File: src/rtl/branch_unit_pkg.sv
package branch_unit_pkg;
  localparam logic [7:0] OP_ZSET = 8'hF0;
  localparam logic [7:0] OP_ZCLR = 8'hD0;
  localparam logic [7:0] OP_CSET = 8'hB0;
  localparam logic [7:0] OP_CCLR = 8'h90;
  localparam logic [7:0] OP_NSET = 8'h30;
  localparam logic [7:0] OP_NCLR = 8'h10;

  typedef enum logic [1:0] {
    SEL_NONE = 2'd0,
    SEL_Z    = 2'd1,
    SEL_C    = 2'd2,
    SEL_N    = 2'd3
  } flag_sel_t;

  typedef struct packed {
    logic      known;
    flag_sel_t sel;
    logic      want;
  } decode_t;
endpackage

File: src/rtl/branch_cond_eval.sv
module branch_cond_eval
  import branch_unit_pkg::*;
(
  input  logic [7:0] opcode,
  input  logic       flag_n,
  input  logic       flag_z,
  input  logic       flag_c,
  output logic       known,
  output logic       taken
);
  decode_t dec;
  logic    picked;

  always_comb begin
    dec = '{known: 1'b0, sel: SEL_NONE, want: 1'b0};
    case (opcode)
      OP_ZSET: dec = '{known: 1'b1, sel: SEL_Z, want: 1'b1};
      OP_ZCLR: dec = '{known: 1'b1, sel: SEL_Z, want: 1'b0};
      OP_CSET: dec = '{known: 1'b1, sel: SEL_C, want: 1'b1};
      OP_CCLR: dec = '{known: 1'b1, sel: SEL_C, want: 1'b0};
      OP_NSET: dec = '{known: 1'b1, sel: SEL_N, want: 1'b1};
      OP_NCLR: dec = '{known: 1'b1, sel: SEL_N, want: 1'b0};
      default: ;
    endcase
  end

  always_comb begin
    case (dec.sel)
      SEL_Z:   picked = flag_z;
      SEL_C:   picked = flag_c;
      SEL_N:   picked = flag_n;
      default: picked = 1'b0;
    endcase
  end

  assign known = dec.known;
  assign taken = dec.known && (picked == dec.want);
endmodule

File: src/rtl/branch_target_calc.sv
module branch_target_calc #(
  parameter int PC_W      = 16,
  parameter int DISP_W    = 8,
  parameter int PAGE_BITS = 8
) (
  input  logic [PC_W-1:0]   pc_in,
  input  logic [DISP_W-1:0] disp,
  output logic [PC_W-1:0]   target,
  output logic              page_cross
);
  localparam int EXT_W = PC_W - DISP_W;

  logic [PC_W-1:0] disp_ext;

  generate
    if (EXT_W > 0) begin : g_ext
      assign disp_ext = {{EXT_W{disp[DISP_W-1]}}, disp};
    end else begin : g_noext
      assign disp_ext = disp[PC_W-1:0];
    end
  endgenerate

  assign target     = pc_in + disp_ext;
  assign page_cross = target[PC_W-1:PAGE_BITS] != pc_in[PC_W-1:PAGE_BITS];
endmodule

File: src/rtl/branch_cost.sv
module branch_cost (
  input  logic       taken,
  input  logic       page_cross,
  output logic [1:0] extra
);
  always_comb begin
    if (!taken)          extra = 2'd0;
    else if (page_cross) extra = 2'd2;
    else                 extra = 2'd1;
  end
endmodule

File: src/rtl/branch_unit.sv
module branch_unit #(
  parameter int PC_W      = 16,
  parameter int DISP_W    = 8,
  parameter int PAGE_BITS = 8
) (
  input  logic              clk,
  input  logic              rst,
  input  logic              in_valid,
  input  logic [7:0]        opcode,
  input  logic [DISP_W-1:0] disp,
  input  logic [PC_W-1:0]   pc_in,
  input  logic              flag_n,
  input  logic              flag_z,
  input  logic              flag_c,
  output logic              out_valid,
  output logic [PC_W-1:0]   next_pc,
  output logic              taken,
  output logic              invalid,
  output logic [1:0]        extra_cycles
);
  logic            c_known;
  logic            c_taken;
  logic [PC_W-1:0] c_target;
  logic            c_cross;
  logic [1:0]      c_extra;

  branch_cond_eval i_cond (
    .opcode (opcode),
    .flag_n (flag_n),
    .flag_z (flag_z),
    .flag_c (flag_c),
    .known  (c_known),
    .taken  (c_taken)
  );

  branch_target_calc #(
    .PC_W      (PC_W),
    .DISP_W    (DISP_W),
    .PAGE_BITS (PAGE_BITS)
  ) i_target (
    .pc_in      (pc_in),
    .disp       (disp),
    .target     (c_target),
    .page_cross (c_cross)
  );

  branch_cost i_cost (
    .taken      (c_taken),
    .page_cross (c_cross),
    .extra      (c_extra)
  );

  always_ff @(posedge clk) begin
    if (rst) begin
      out_valid    <= 1'b0;
      next_pc      <= '0;
      taken        <= 1'b0;
      invalid      <= 1'b0;
      extra_cycles <= 2'd0;
    end else begin
      out_valid <= in_valid;
      if (in_valid) begin
        next_pc      <= c_taken ? c_target : pc_in;
        taken        <= c_taken;
        invalid      <= !c_known;
        extra_cycles <= c_extra;
      end
    end
  end
endmodule

File: config.mk
export PLATFORM = sky130hd
export DESIGN_NAME = branch_unit
export DESIGN_NICKNAME = d
export VERILOG_FILES = /design/src/rtl/branch_unit_pkg.sv /design/src/rtl/branch_cond_eval.sv /design/src/rtl/branch_target_calc.sv /design/src/rtl/branch_cost.sv /design/src/rtl/branch_unit.sv
export SDC_FILE = /design/constraint.sdc
export NUM_CORES = 1
export LEC_CHECK = 0
export BUFFER_PORTS_ARGS = -buffer_cell sky130_fd_sc_hd__buf_4
export CORE_ASPECT_RATIO = 0.9
export CORE_MARGIN = 2
export CORE_UTILIZATION = 30
export DETAILED_ROUTE_END_ITERATION = 12
export SKIP_CTS_REPAIR_TIMING = 1
export SLEW_MARGIN = 0
export SYNTH_ARGS = -nofsm -noshare
export SYNTH_HDL_FRONTEND = slang
export SYNTH_SLANG_ARGS = --single-unit
export TNS_END_PERCENT = 5
File: constraint.sdc
create_clock -name clk -period 3.9 [get_ports clk]
set_input_delay 0.78 -clock clk [delete_from_list [all_inputs] [get_ports clk]]
set_output_delay 0.78 -clock clk [all_outputs]
set_load 0.02 [all_outputs]
==> flow_metrics.env, run 1 <==
export IMPL_final_max_slew_viol_count=0
export IMPL_grt_antenna_before_repair=0
export IMPL_wl_per_cell_um=13.9
export IMPL_floorplan_die_width_um=89.0
export IMPL_design_core_area_um2=6220
export IMPL_grt_util_all_layers=0.148
export IMPL_synth_compound_area_share=0.291
export IMPL_layout_setup_ws_ps=843
export IMPL_avgSynthCellArea_um2=8.27
export IMPL_viasPerCell=5.14
export IMPL_initialDrtViolationCount=110
export IMPL_fp_dieArea_um2=7160
export IMPL_tritoncts="built"
export IMPL_slew_headroom=0.702
export IMPL_synth_xor_area_frac=0.0969
export IMPL_end_kind="flip-flop"
export IMPL_holdPathEnd="next_pc[8]"
export IMPL_power_share_switching=0.344
export IMPL_cts_root_buf="sky130_fd_sc_hd__clkbuf_8"
export IMPL_cts_clk_slew_worst_paths_ps=70
export IMPL_ys_top_cells_by_area="sky130_fd_sc_hd__dfxtp_1 22%, sky130_fd_sc_hd__ha_1 9.6%, sky130_fd_sc_hd__nor2_1 5.2%"
export IMPL_clock_insertion_delay_worst_skew_ps=250
export IMPL_place_inst=372
export IMPL_p_total_mw=0.675
export IMPL_synth_fp_nets=290
export IMPL_clock_sink_count=21
export IMPL_synth_main_ff_cell="sky130_fd_sc_hd__dfxtp_1"
export IMPL_power_clock_fraction=0.209
export IMPL_synth_mux_area_fraction=0.0468
export IMPL_most_common_cell_after_layout_fill_and_taps_aside="sky130_fd_sc_hd__buf_4"
export IMPL_worstPathCellList="buf_4, ha_1, fa_1, a21o_1, a211o_1, a21oi_2, xnor2_2, mux2i_1, nor4b_1, and4_1, o32ai_1"
export IMPL_drt_antenna_violating_nets=0
export IMPL_height_of_the_die_um=80.5
export IMPL_worst_clk_skew_ps=0
export IMPL_final_core_util=0.403
export IMPL_setup_total_negative_slack_ps=0
export IMPL_postSynthRegisterBits=21
export IMPL_timing_critical_path_slowest_stage_cell="sky130_fd_sc_hd__fa_1"
export IMPL_drc_errors=0
export IMPL_power_static_leakage_nw=1.14
export IMPL_period_needed_ps=3060
export IMPL_final_min_period_over_clock_period=0.784
export IMPL_first_pass_grt_wire_length_mm=8.34
export IMPL_ff_latch_area_um2=420
export IMPL_critPathMaxStageDelay_ps=420
export IMPL_critPathTopFamily="compound AO/OA/AOI/OAI gates"
export IMPL_achievable_frequency_mhz=327
export IMPL_finalWeightedCongestion=0.878
export IMPL_seq_area_frac_synth=0.216
export IMPL_synth_yosys_warnings=0
export IMPL_remaining_global_route_overflow=0
export IMPL_hold_viol=0
export IMPL_ctsLongestPathBuffers=2
export IMPL_irDropWorstVdd_mv=0.115
export IMPL_synth_cell_area_um2=1950
export IMPL_syn_inst=236
export IMPL_path_depth=11
export IMPL_layout_nets=344
export IMPL_internal_power_mw=0.443
export IMPL_netSwitchingPower_mw=0.232
export IMPL_hold_path_depth=2
export IMPL_holdCritStartpoint="next_pc[8]"
export IMPL_top_level_ports=59
export IMPL_netlist_area_leader_share=0.216
export IMPL_tightest_slew_ps=444
export IMPL_worst_endpoint_arrival_ps=3190
export IMPL_holdCritPathClass="reg2reg"
export IMPL_firstDrtPassIters=4
export IMPL_commonest_cells_after_routing_fill_and_taps_aside="60 x sky130_fd_sc_hd__buf_4, 27 x sky130_fd_sc_hd__nor2_1, 26 x sky130_fd_sc_hd__nand2_1"
export IMPL_fraction_of_layout_instances_using_a_drive_strength_above_1=0.277
export IMPL_drv_cap=0
export IMPL_reg2reg_setup_slack_ps=3130
export IMPL_cp_start_kind="input pin"
export IMPL_outcome="finished clean"
export IMPL_synthAdderAreaFrac=0.106
export IMPL_antennaDiodeCount=0
export IMPL_setup_violations=0
export IMPL_p_seq_frac=0.347
export IMPL_synth_edff_count=0
export IMPL_i_o_buffers=58
export IMPL_floorplan_initialDensity=0.314
export IMPL_area_of_the_multi_input_gates_um2=1450
export IMPL_power_per_cell_area_nw_per_um2=269
export IMPL_crit_path_max_fanout=3
export IMPL_htree_num_levels=1
export IMPL_placement_rows=27
export IMPL_rsz0062_at_grt="false"
export IMPL_p_comb_frac=0.444
export IMPL_layout_area_overhead_vs_synth_pct=28.4
export IMPL_synth_top_cell_by_area="sky130_fd_sc_hd__dfxtp_1"
export IMPL_layout_filler_cells=685
export IMPL_post_synth_and_or_nand_nor_area_fraction=0.205
export IMPL_synth_top_family_by_area="compound AO/OA/AOI/OAI gates"
export IMPL_rr_worst_depth=2
export IMPL_grt_pass1_vias=1751
export IMPL_preCtsSetupSlack_ps=581
export IMPL_critical_path_class="in2reg"
export IMPL_layout_cells_non_filler=376
export IMPL_post_synth_num_cell_types=58
export IMPL_worst_endpoint_required_ps=4030
export IMPL_r2r_end="next_pc[0]"
export IMPL_detail_route_wirelength_mm=5.24
export IMPL_ys_async_sr_fraction=0
export IMPL_grt_start_max_net_pins=38
export IMPL_routed_via_count=1934
export IMPL_worst_path_buf_inv=1
export IMPL_dp_final_hpwl_mm=4.20
export IMPL_tritoncts_num_buffers=3
export IMPL_worst_r2r_startpoint="next_pc[0]"
-- final cells by class --
| type | count | area share |
|---|---|---|
| clock buffer | 4 | 0.0180 |
| sequential | 21 | 0.168 |
| inverter | 7 | 0.0105 |
| multi-input combinational | 197 | 0.580 |
| tap | 87 | 0.0435 |
| timing repair buffer | 60 | 0.180 |
-- logic make-up after synthesis --
kind of cell | count (synthesis)
compound gates | 72
xor+xnor | 17
fa+ha+maj | 16
buf+inv | 18
flops | 21
mux | 9
simple gates | 83
-- Yosys cell counts, types with 4 or more instances --
cell / n
sky130_fd_sc_hd__o21ai_0: 15
sky130_fd_sc_hd__nand2_1: 26
sky130_fd_sc_hd__clkbuf_1: 8
sky130_fd_sc_hd__a311oi_1: 6
sky130_fd_sc_hd__o211ai_1: 7
sky130_fd_sc_hd__mux2i_1: 8
sky130_fd_sc_hd__o21a_1: 4
sky130_fd_sc_hd__a21o_1: 8
sky130_fd_sc_hd__xnor2_1: 8
sky130_fd_sc_hd__nand3_1: 5
sky130_fd_sc_hd__ha_1: 15
sky130_fd_sc_hd__a21oi_1: 8
sky130_fd_sc_hd__nor2_1: 27
sky130_fd_sc_hd__inv_1: 6
sky130_fd_sc_hd__xor2_1: 6
sky130_fd_sc_hd__a211oi_1: 4
sky130_fd_sc_hd__dfxtp_1: 21
-- sequential cells by signal, indices dropped and copies added, names as in the netlist --
| register | flops |
|---|---|
| extra_cycles | 2 |
| invalid | 1 |
| next_pc | 16 |
| out_valid | 1 |
| taken | 1 |
-- through the flow --
| stage | area [µm²] | hold WS, ps |
|---|---|---|
| floorplan | 1950 | 550 |
| global placement | 2460 | 475 |
| detailed placement | 2460 | 484 |
| CTS | 2500 | 494 |
| global route | 2500 | 514 |
| finish | 2500 | 490 |
-- worst max-delay path by stage --
stage	start	to	slack (ps)
after detailed placement	disp[0]	extra_cycles[1]	580
after global placement	disp[0]	extra_cycles[1]	620
after global routing	disp[0]	extra_cycles[1]	720
after floorplan	disp[0]	extra_cycles[0]	880
final	disp[0]	extra_cycles[1]	840
after CTS	disp[0]	extra_cycles[1]	840
-- routing by layer --
layer  vias to the layer above  track usage  share of wire
met5                         -            0              0
met4                         0       0.0418          0.018
met3                         8       0.0288          0.066
met2                        67        0.236           0.43
met1                       881        0.202           0.48
li1                        978            -              -
-- power groups by stage --
stage               sequential [mW]  combinational [mW]  clock (mW)
global placement              0.239               0.298           0
CTS                           0.234               0.302       0.147
floorplan                     0.254               0.190           0
finish                        0.234               0.300       0.141
detailed placement            0.239               0.300           0
global route                  0.236               0.332       0.159
-- tightest hold or removal path, stage by stage, from the launching register on --
cell                       delay, ps
sky130_fd_sc_hd__dfxtp_1         310
sky130_fd_sc_hd__nor2_1           80
sky130_fd_sc_hd__a311oi_1         50
No activity file was read; power rests on OpenSTA's default activity.
==> run 2, diff against run 1 <==
clock period = 2.68 ns   (was 3.9 ns; I/O delays follow)
==> flow_metrics.env, run 2 (same netlist as run 1, synthesis figures left out) <==
export IMPL_finalWeightedCongestion=0.859
export IMPL_layout_filler_cells=640
export IMPL_clock_sink_count=21
export IMPL_worst_endpoint_required_ps=2830
export IMPL_firstDrtPassIters=4
export IMPL_ctsLongestPathBuffers=2
export IMPL_cts_clk_slew_worst_paths_ps=70
export IMPL_place_inst=415
export IMPL_worst_endpoint_arrival_ps=2730
export IMPL_i_o_buffers=58
export IMPL_antennaDiodeCount=0
export IMPL_largest_register_ff_count=16
export IMPL_drv_cap=0
export IMPL_hold_slack_ps=486
export IMPL_tritoncts="built"
export IMPL_hold_path_depth=2
export IMPL_most_common_cell_after_layout_fill_and_taps_aside="sky130_fd_sc_hd__buf_4"
export IMPL_layout_setup_ws_ps=104
export IMPL_grt_util_all_layers=0.161
export IMPL_irDropWorstVdd_mv=0.176
export IMPL_power_per_cell_area_nw_per_um2=374
export IMPL_first_pass_grt_wire_length_mm=9.12
export IMPL_worst_r2r_startpoint="extra_cycles[0]"
export IMPL_htree_num_levels=1
export IMPL_drc_errors=0
export IMPL_cp_start_kind="input pin"
export IMPL_floorplan_die_width_um=89.0
export IMPL_initialDrtViolationCount=70
export IMPL_commonest_cells_after_routing_fill_and_taps_aside="103 x sky130_fd_sc_hd__buf_4, 27 x sky130_fd_sc_hd__nor2_1, 26 x sky130_fd_sc_hd__nand2_1"
export IMPL_end_kind="flip-flop"
export IMPL_top_usage_layer="met2"
export IMPL_cts_root_buf="sky130_fd_sc_hd__clkbuf_8"
export IMPL_grt_start_max_net_pins=38
export IMPL_rsz0062_at_grt="true"
export IMPL_setup_total_negative_slack_ps=0
export IMPL_setup_violations=0
export IMPL_tritoncts_num_buffers=3
export IMPL_top_regs="next_pc (16), extra_cycles (2)"
export IMPL_routed_via_count=2123
export IMPL_outcome="finished clean"
export IMPL_final_core_util=0.467
export IMPL_power_static_leakage_nw=1.37
export IMPL_remaining_global_route_overflow=0
export IMPL_viasPerCell=5.04
export IMPL_placement_rows=27
export IMPL_clock_insertion_delay_worst_skew_ps=250
export IMPL_rr_worst_depth=2
export IMPL_floorplan_initialDensity=0.314
export IMPL_holdCritPathClass="reg2reg"
export IMPL_holdCritStartpoint="next_pc[0]"
export IMPL_reg2reg_setup_slack_ps=1940
export IMPL_worstPathCellList="buf_8, ha_4, fa_2, a21o_1, a211o_1, a21oi_2, buf_4, o221ai_1, o21ai_1, nor2_1, and4_1, a31o_1"
export IMPL_global_route_usage_met2=0.294
export IMPL_crit_path_max_fanout=3
export IMPL_final_max_slew_viol_count=0
export IMPL_dp_final_hpwl_mm=4.74
export IMPL_critical_path_class="in2reg"
export IMPL_holdPathEnd="next_pc[0]"
export IMPL_worst_clk_skew_ps=0
export IMPL_wl_per_cell_um=13.7
export IMPL_layout_cells_non_filler=421
export IMPL_tightest_slew_ps=396
export IMPL_preCtsSetupSlack_ps=-232
export IMPL_layout_nets=389
export IMPL_grt_antenna_before_repair=0
export IMPL_r2r_end="extra_cycles[0]"
export IMPL_timing_critical_path_slowest_stage_cell="sky130_fd_sc_hd__a211o_1"
export IMPL_height_of_the_die_um=80.5
export IMPL_achievable_frequency_mhz=388
export IMPL_design_core_area_um2=6220
export IMPL_layout_area_overhead_vs_synth_pct=48.9
export IMPL_detail_route_wirelength_mm=5.79
export IMPL_slew_headroom=0.733
export IMPL_hold_viol=0
export IMPL_groute_layer_met3_usage=0.0308
export IMPL_fraction_of_layout_instances_using_a_drive_strength_above_1=0.392
export IMPL_met1_routing_resource_usage_after_global_routing=0.203
export IMPL_drt_antenna_violating_nets=0
export IMPL_critPathMaxStageDelay_ps=350
export IMPL_period_needed_ps=2580
export IMPL_grt_pass1_vias=2004
export IMPL_top_level_ports=59
export IMPL_fp_dieArea_um2=7160
export IMPL_final_min_period_over_clock_period=0.961
export IMPL_largest_register="next_pc"
run 2: cell count changes in the layout (fill, tap and decap cells not counted), moves of 2 or more:
cell | before | now
sky130_fd_sc_hd__o21ai_1 | 1 | 3
sky130_fd_sc_hd__o21ai_0 | 15 | 13
sky130_fd_sc_hd__nor4b_1 | 2 | 0
sky130_fd_sc_hd__buf_4 | 60 | 103
sky130_fd_sc_hd__nor4b_2 | 0 | 2
run 2: report_power, final:
part           switching (mW)  leakage, nW  internal, mW  total [mW]
Clock                  0.0951       0.0228         0.106       0.201
Sequential            0.00960        0.174         0.331       0.340
Combinational           0.256         1.18         0.290       0.546
Total                   0.361         1.37         0.726        1.09
run 2: metal layers:
layer | vias up | wire length, µm
met2 | 46 | 2860
met1 | 1010 | 2630
met4 | 0 | 10
met5 | - | 0
li1 | 1065 | -
met3 | 2 | 287
run 2: through the flow:
step / power [mW] / instance area, µm²
floorplan: 0.647 / 1970
CTS: 1.08 / 2840
detailed placement: 0.876 / 2800
global route: 1.16 / 2900
finish: 1.09 / 2900
global placement: 0.868 / 2800
run 2: worst max-delay path by stage:
| stage | from | cells after the start | to |
|---|---|---|---|
| after floorplan | disp[0] | 10 | extra_cycles[0] |
| after global placement | pc_in[0] | 11 | extra_cycles[1] |
| after detailed placement | pc_in[0] | 11 | extra_cycles[1] |
| after CTS | pc_in[0] | 11 | extra_cycles[1] |
| after global routing | pc_in[0] | 12 | extra_cycles[1] |
| final | pc_in[0] | 12 | extra_cycles[0] |
run 2: cell type report:
type / instances / area (µm²) / area share
Multi-Input combinational cell: 197 / 1500 / 0.518
Clock buffer: 4 / 45.0 / 0.0155
Sequential cell: 21 / 420 / 0.145
Inverter: 7 / 26.3 / 0.00905
Timing Repair Buffer: 105 / 800 / 0.275
Tap cell: 87 / 109 / 0.0375
run 2: worst max-delay path, delay by kind of cell:
family          cells  cell delay (ps)
simple gates        2              280
buf+inv             2              250
fa+ha+maj           2              490
compound gates      6             1170
==> run 3, diff against run 2 <==
CORE_MARGIN = 1   (was 2)
SYNTH_HIERARCHICAL = 1   (was unset)
==> flow_metrics.env, run 3 <==
export IMPL_met1_routing_resource_usage_after_global_routing=0.217
export IMPL_firstDrtPassIters=4
export IMPL_avgSynthCellArea_um2=8.46
export IMPL_top_regs="next_pc (16), extra_cycles (2)"
export IMPL_setup_total_negative_slack_ps=-297
export IMPL_r2r_end="next_pc[9]"
export IMPL_layout_nets=408
export IMPL_grt_util_all_layers=0.158
export IMPL_synth_fp_nets=292
export IMPL_power_static_leakage_nw=1.40
export IMPL_commonest_cells_after_routing_fill_and_taps_aside="124 x sky130_fd_sc_hd__buf_4, 28 x sky130_fd_sc_hd__nor2_1, 21 x sky130_fd_sc_hd__dfxtp_1"
export IMPL_critical_path_startpoint="pc_in[0]"
export IMPL_holdCritPathClass="reg2reg"
export IMPL_power_per_cell_area_nw_per_um2=365
export IMPL_drc_errors=0
export IMPL_largest_register="next_pc"
export IMPL_synth_yosys_warnings=6
export IMPL_layout_cells_non_filler=440
export IMPL_netlist_area_leader_share=0.209
export IMPL_layout_area_overhead_vs_synth_pct=55.1
export IMPL_failed_checks="setup timing"
export IMPL_layout_setup_ws_ps=-148
export IMPL_ys_top_cells_by_area="sky130_fd_sc_hd__dfxtp_1 21%, sky130_fd_sc_hd__mux2i_1 10%, sky130_fd_sc_hd__ha_1 9.3%"
export IMPL_most_frequent_cell_after_synthesis="sky130_fd_sc_hd__nor2_1"
export IMPL_i_o_buffers=58
export IMPL_synth_main_ff_cell="sky130_fd_sc_hd__dfxtp_1"
export IMPL_slew_headroom=0.739
export IMPL_detail_route_wirelength_mm=5.80
export IMPL_tritoncts_num_buffers=3
export IMPL_drv_cap=0
export IMPL_global_route_usage_met2=0.265
export IMPL_post_synth_num_cell_types=66
export IMPL_layout_filler_cells=627
export IMPL_grt_start_max_net_pins=39
export IMPL_syn_inst=238
export IMPL_design_core_area_um2=6280
export IMPL_seq_area_frac_synth=0.209
export IMPL_fp_dieArea_um2=7040
export IMPL_tritoncts="built"
export IMPL_cp_start_kind="input pin"
export IMPL_setup_worst_path_end="extra_cycles[1]"
export IMPL_worst_r2r_startpoint="next_pc[9]"
export IMPL_ctsLongestPathBuffers=2
export IMPL_groute_layer_met3_usage=0.0165
export IMPL_setup_violations=3
export IMPL_routed_via_count=2154
export IMPL_achievable_frequency_mhz=354
export IMPL_remaining_global_route_overflow=0
export IMPL_antennaDiodeCount=0
export IMPL_place_inst=435
export IMPL_period_needed_ps=2830
export IMPL_largest_register_ff_count=16
export IMPL_height_of_the_die_um=79.7
export IMPL_floorplan_die_width_um=88.4
export IMPL_drt_antenna_violating_nets=0
export IMPL_wl_per_cell_um=13.2
export IMPL_critical_path_class="in2reg"
export IMPL_hold_viol=0
export IMPL_postSynthRegisterBits=21
export IMPL_fraction_of_layout_instances_using_a_drive_strength_above_1=0.448
export IMPL_viasPerCell=4.90
export IMPL_most_common_cell_after_layout_fill_and_taps_aside="sky130_fd_sc_hd__buf_4"
export IMPL_synth_top_cell_by_area="sky130_fd_sc_hd__dfxtp_1"
export IMPL_placement_rows=27
export IMPL_cts_root_buf="sky130_fd_sc_hd__clkbuf_8"
export IMPL_hold_slack_ps=481
export IMPL_irDropWorstVdd_mv=0.156
export IMPL_finalWeightedCongestion=0.841
export IMPL_clock_insertion_delay_worst_skew_ps=250
export IMPL_rr_worst_depth=2
export IMPL_dp_final_hpwl_mm=4.68
export IMPL_ys_async_sr_fraction=0
export IMPL_synth_cell_area_um2=2010
export IMPL_htree_num_levels=1
export IMPL_top_level_ports=59
export IMPL_rsz0062_at_grt="true"
export IMPL_preCtsSetupSlack_ps=-487
export IMPL_top_usage_layer="met2"
export IMPL_synth_edff_count=0
export IMPL_worst_clk_skew_ps=0
export IMPL_grt_pass1_vias=2019
export IMPL_ff_latch_area_um2=420
export IMPL_tightest_slew_ps=388
export IMPL_clock_sink_count=21
export IMPL_final_min_period_over_clock_period=1.06
export IMPL_crit_path_max_fanout=3
export IMPL_yosys_top_cells_count="28 x sky130_fd_sc_hd__nor2_1, 22 x sky130_fd_sc_hd__a211oi_1, 21 x sky130_fd_sc_hd__dfxtp_1, 21 x sky130_fd_sc_hd__mux2i_1"
export IMPL_initialDrtViolationCount=54
export IMPL_end_kind="flip-flop"
export IMPL_worst_endpoint_required_ps=2820
export IMPL_worst_endpoint_arrival_ps=2970
export IMPL_first_pass_grt_wire_length_mm=9.01
export IMPL_reg2reg_setup_slack_ps=2000
export IMPL_final_max_slew_viol_count=0
export IMPL_grt_antenna_before_repair=0
export IMPL_area_of_the_multi_input_gates_um2=1600
export IMPL_cts_clk_slew_worst_paths_ps=70
export IMPL_floorplan_initialDensity=0.320
export IMPL_outcome="complete, but fails checks"
-- run 3: cell types whose count changed after synthesis, moves of 4 or more --
cell,before,now
sky130_fd_sc_hd__o211ai_1,7,0
sky130_fd_sc_hd__a21oi_1,8,15
sky130_fd_sc_hd__a21o_1,8,3
sky130_fd_sc_hd__a311oi_1,6,2
sky130_fd_sc_hd__o21ai_0,15,6
sky130_fd_sc_hd__nand2_1,26,13
sky130_fd_sc_hd__a211oi_1,4,22
sky130_fd_sc_hd__mux2i_1,8,21
sky130_fd_sc_hd__clkbuf_1,8,4
-- run 3: cells by family after synthesis --
kind of cell,Yosys count,synth area share
mux,23,0.117
fa+ha+maj,16,0.103
buf+inv,18,0.0528
xor+xnor,15,0.0653
simple gates,75,0.200
flops,21,0.209
compound gates,70,0.253
-- run 3: worst max-delay path, cell delays in order --
cell and delay, ps:
sky130_fd_sc_hd__buf_4 120, sky130_fd_sc_hd__ha_4 160, sky130_fd_sc_hd__fa_2 340, sky130_fd_sc_hd__a211oi_2 270, sky130_fd_sc_hd__o21bai_2 140, sky130_fd_sc_hd__buf_4 160, sky130_fd_sc_hd__a311oi_2 250, sky130_fd_sc_hd__nor2b_1 100
sky130_fd_sc_hd__xor2_1 160, sky130_fd_sc_hd__nor4b_2 230, sky130_fd_sc_hd__nand4_1 140, sky130_fd_sc_hd__and2_4 170, sky130_fd_sc_hd__mux2i_1 120, sky130_fd_sc_hd__nor2_1 50
-- run 3: routing by layer --
metal,wire length (µm),vias up
li1,-,1128
met1,2960,961
met2,2510,59
met3,285,6
met4,48,0
met5,0,-
-- run 3: power by group --
group | leakage (nW) | switching (mW) | total (mW) | internal [mW]
Clock | 0.0228 | 0.0980 | 0.204 | 0.106
Sequential | 0.174 | 0.00901 | 0.340 | 0.331
Combinational | 1.20 | 0.280 | 0.596 | 0.315
-- run 3: cell type report --
class | count | share of cell area
repair buffers | 124 | 0.298
inverters | 5 | 0.00601
clock buffers | 4 | 0.0144
well taps | 87 | 0.0349
multi-input cells | 199 | 0.512
flip-flops and latches | 21 | 0.135
-- run 3: worst min path at each step --
stage	from	end	slack, ps	cells past startpoint
global placement	invalid	invalid	470	2
detailed placement	invalid	invalid	470	2
floorplan	invalid	invalid	550	2
global route	next_pc[13]	next_pc[13]	500	2
finish	invalid	invalid	480	2
CTS	invalid	invalid	490	2
-- run 3: stage by stage --
step / utilization / area, µm² / power (mW)
3_5_place_dp: 0.475 / 2990 / 0.904
6_report: 0.497 / 3120 / 1.14
4_1_cts: 0.482 / 3030 / 1.11
5_1_grt: 0.497 / 3120 / 1.22
3_3_place_gp: 0.475 / 2990 / 0.897
2_1_floorplan: - / 2040 / 0.647
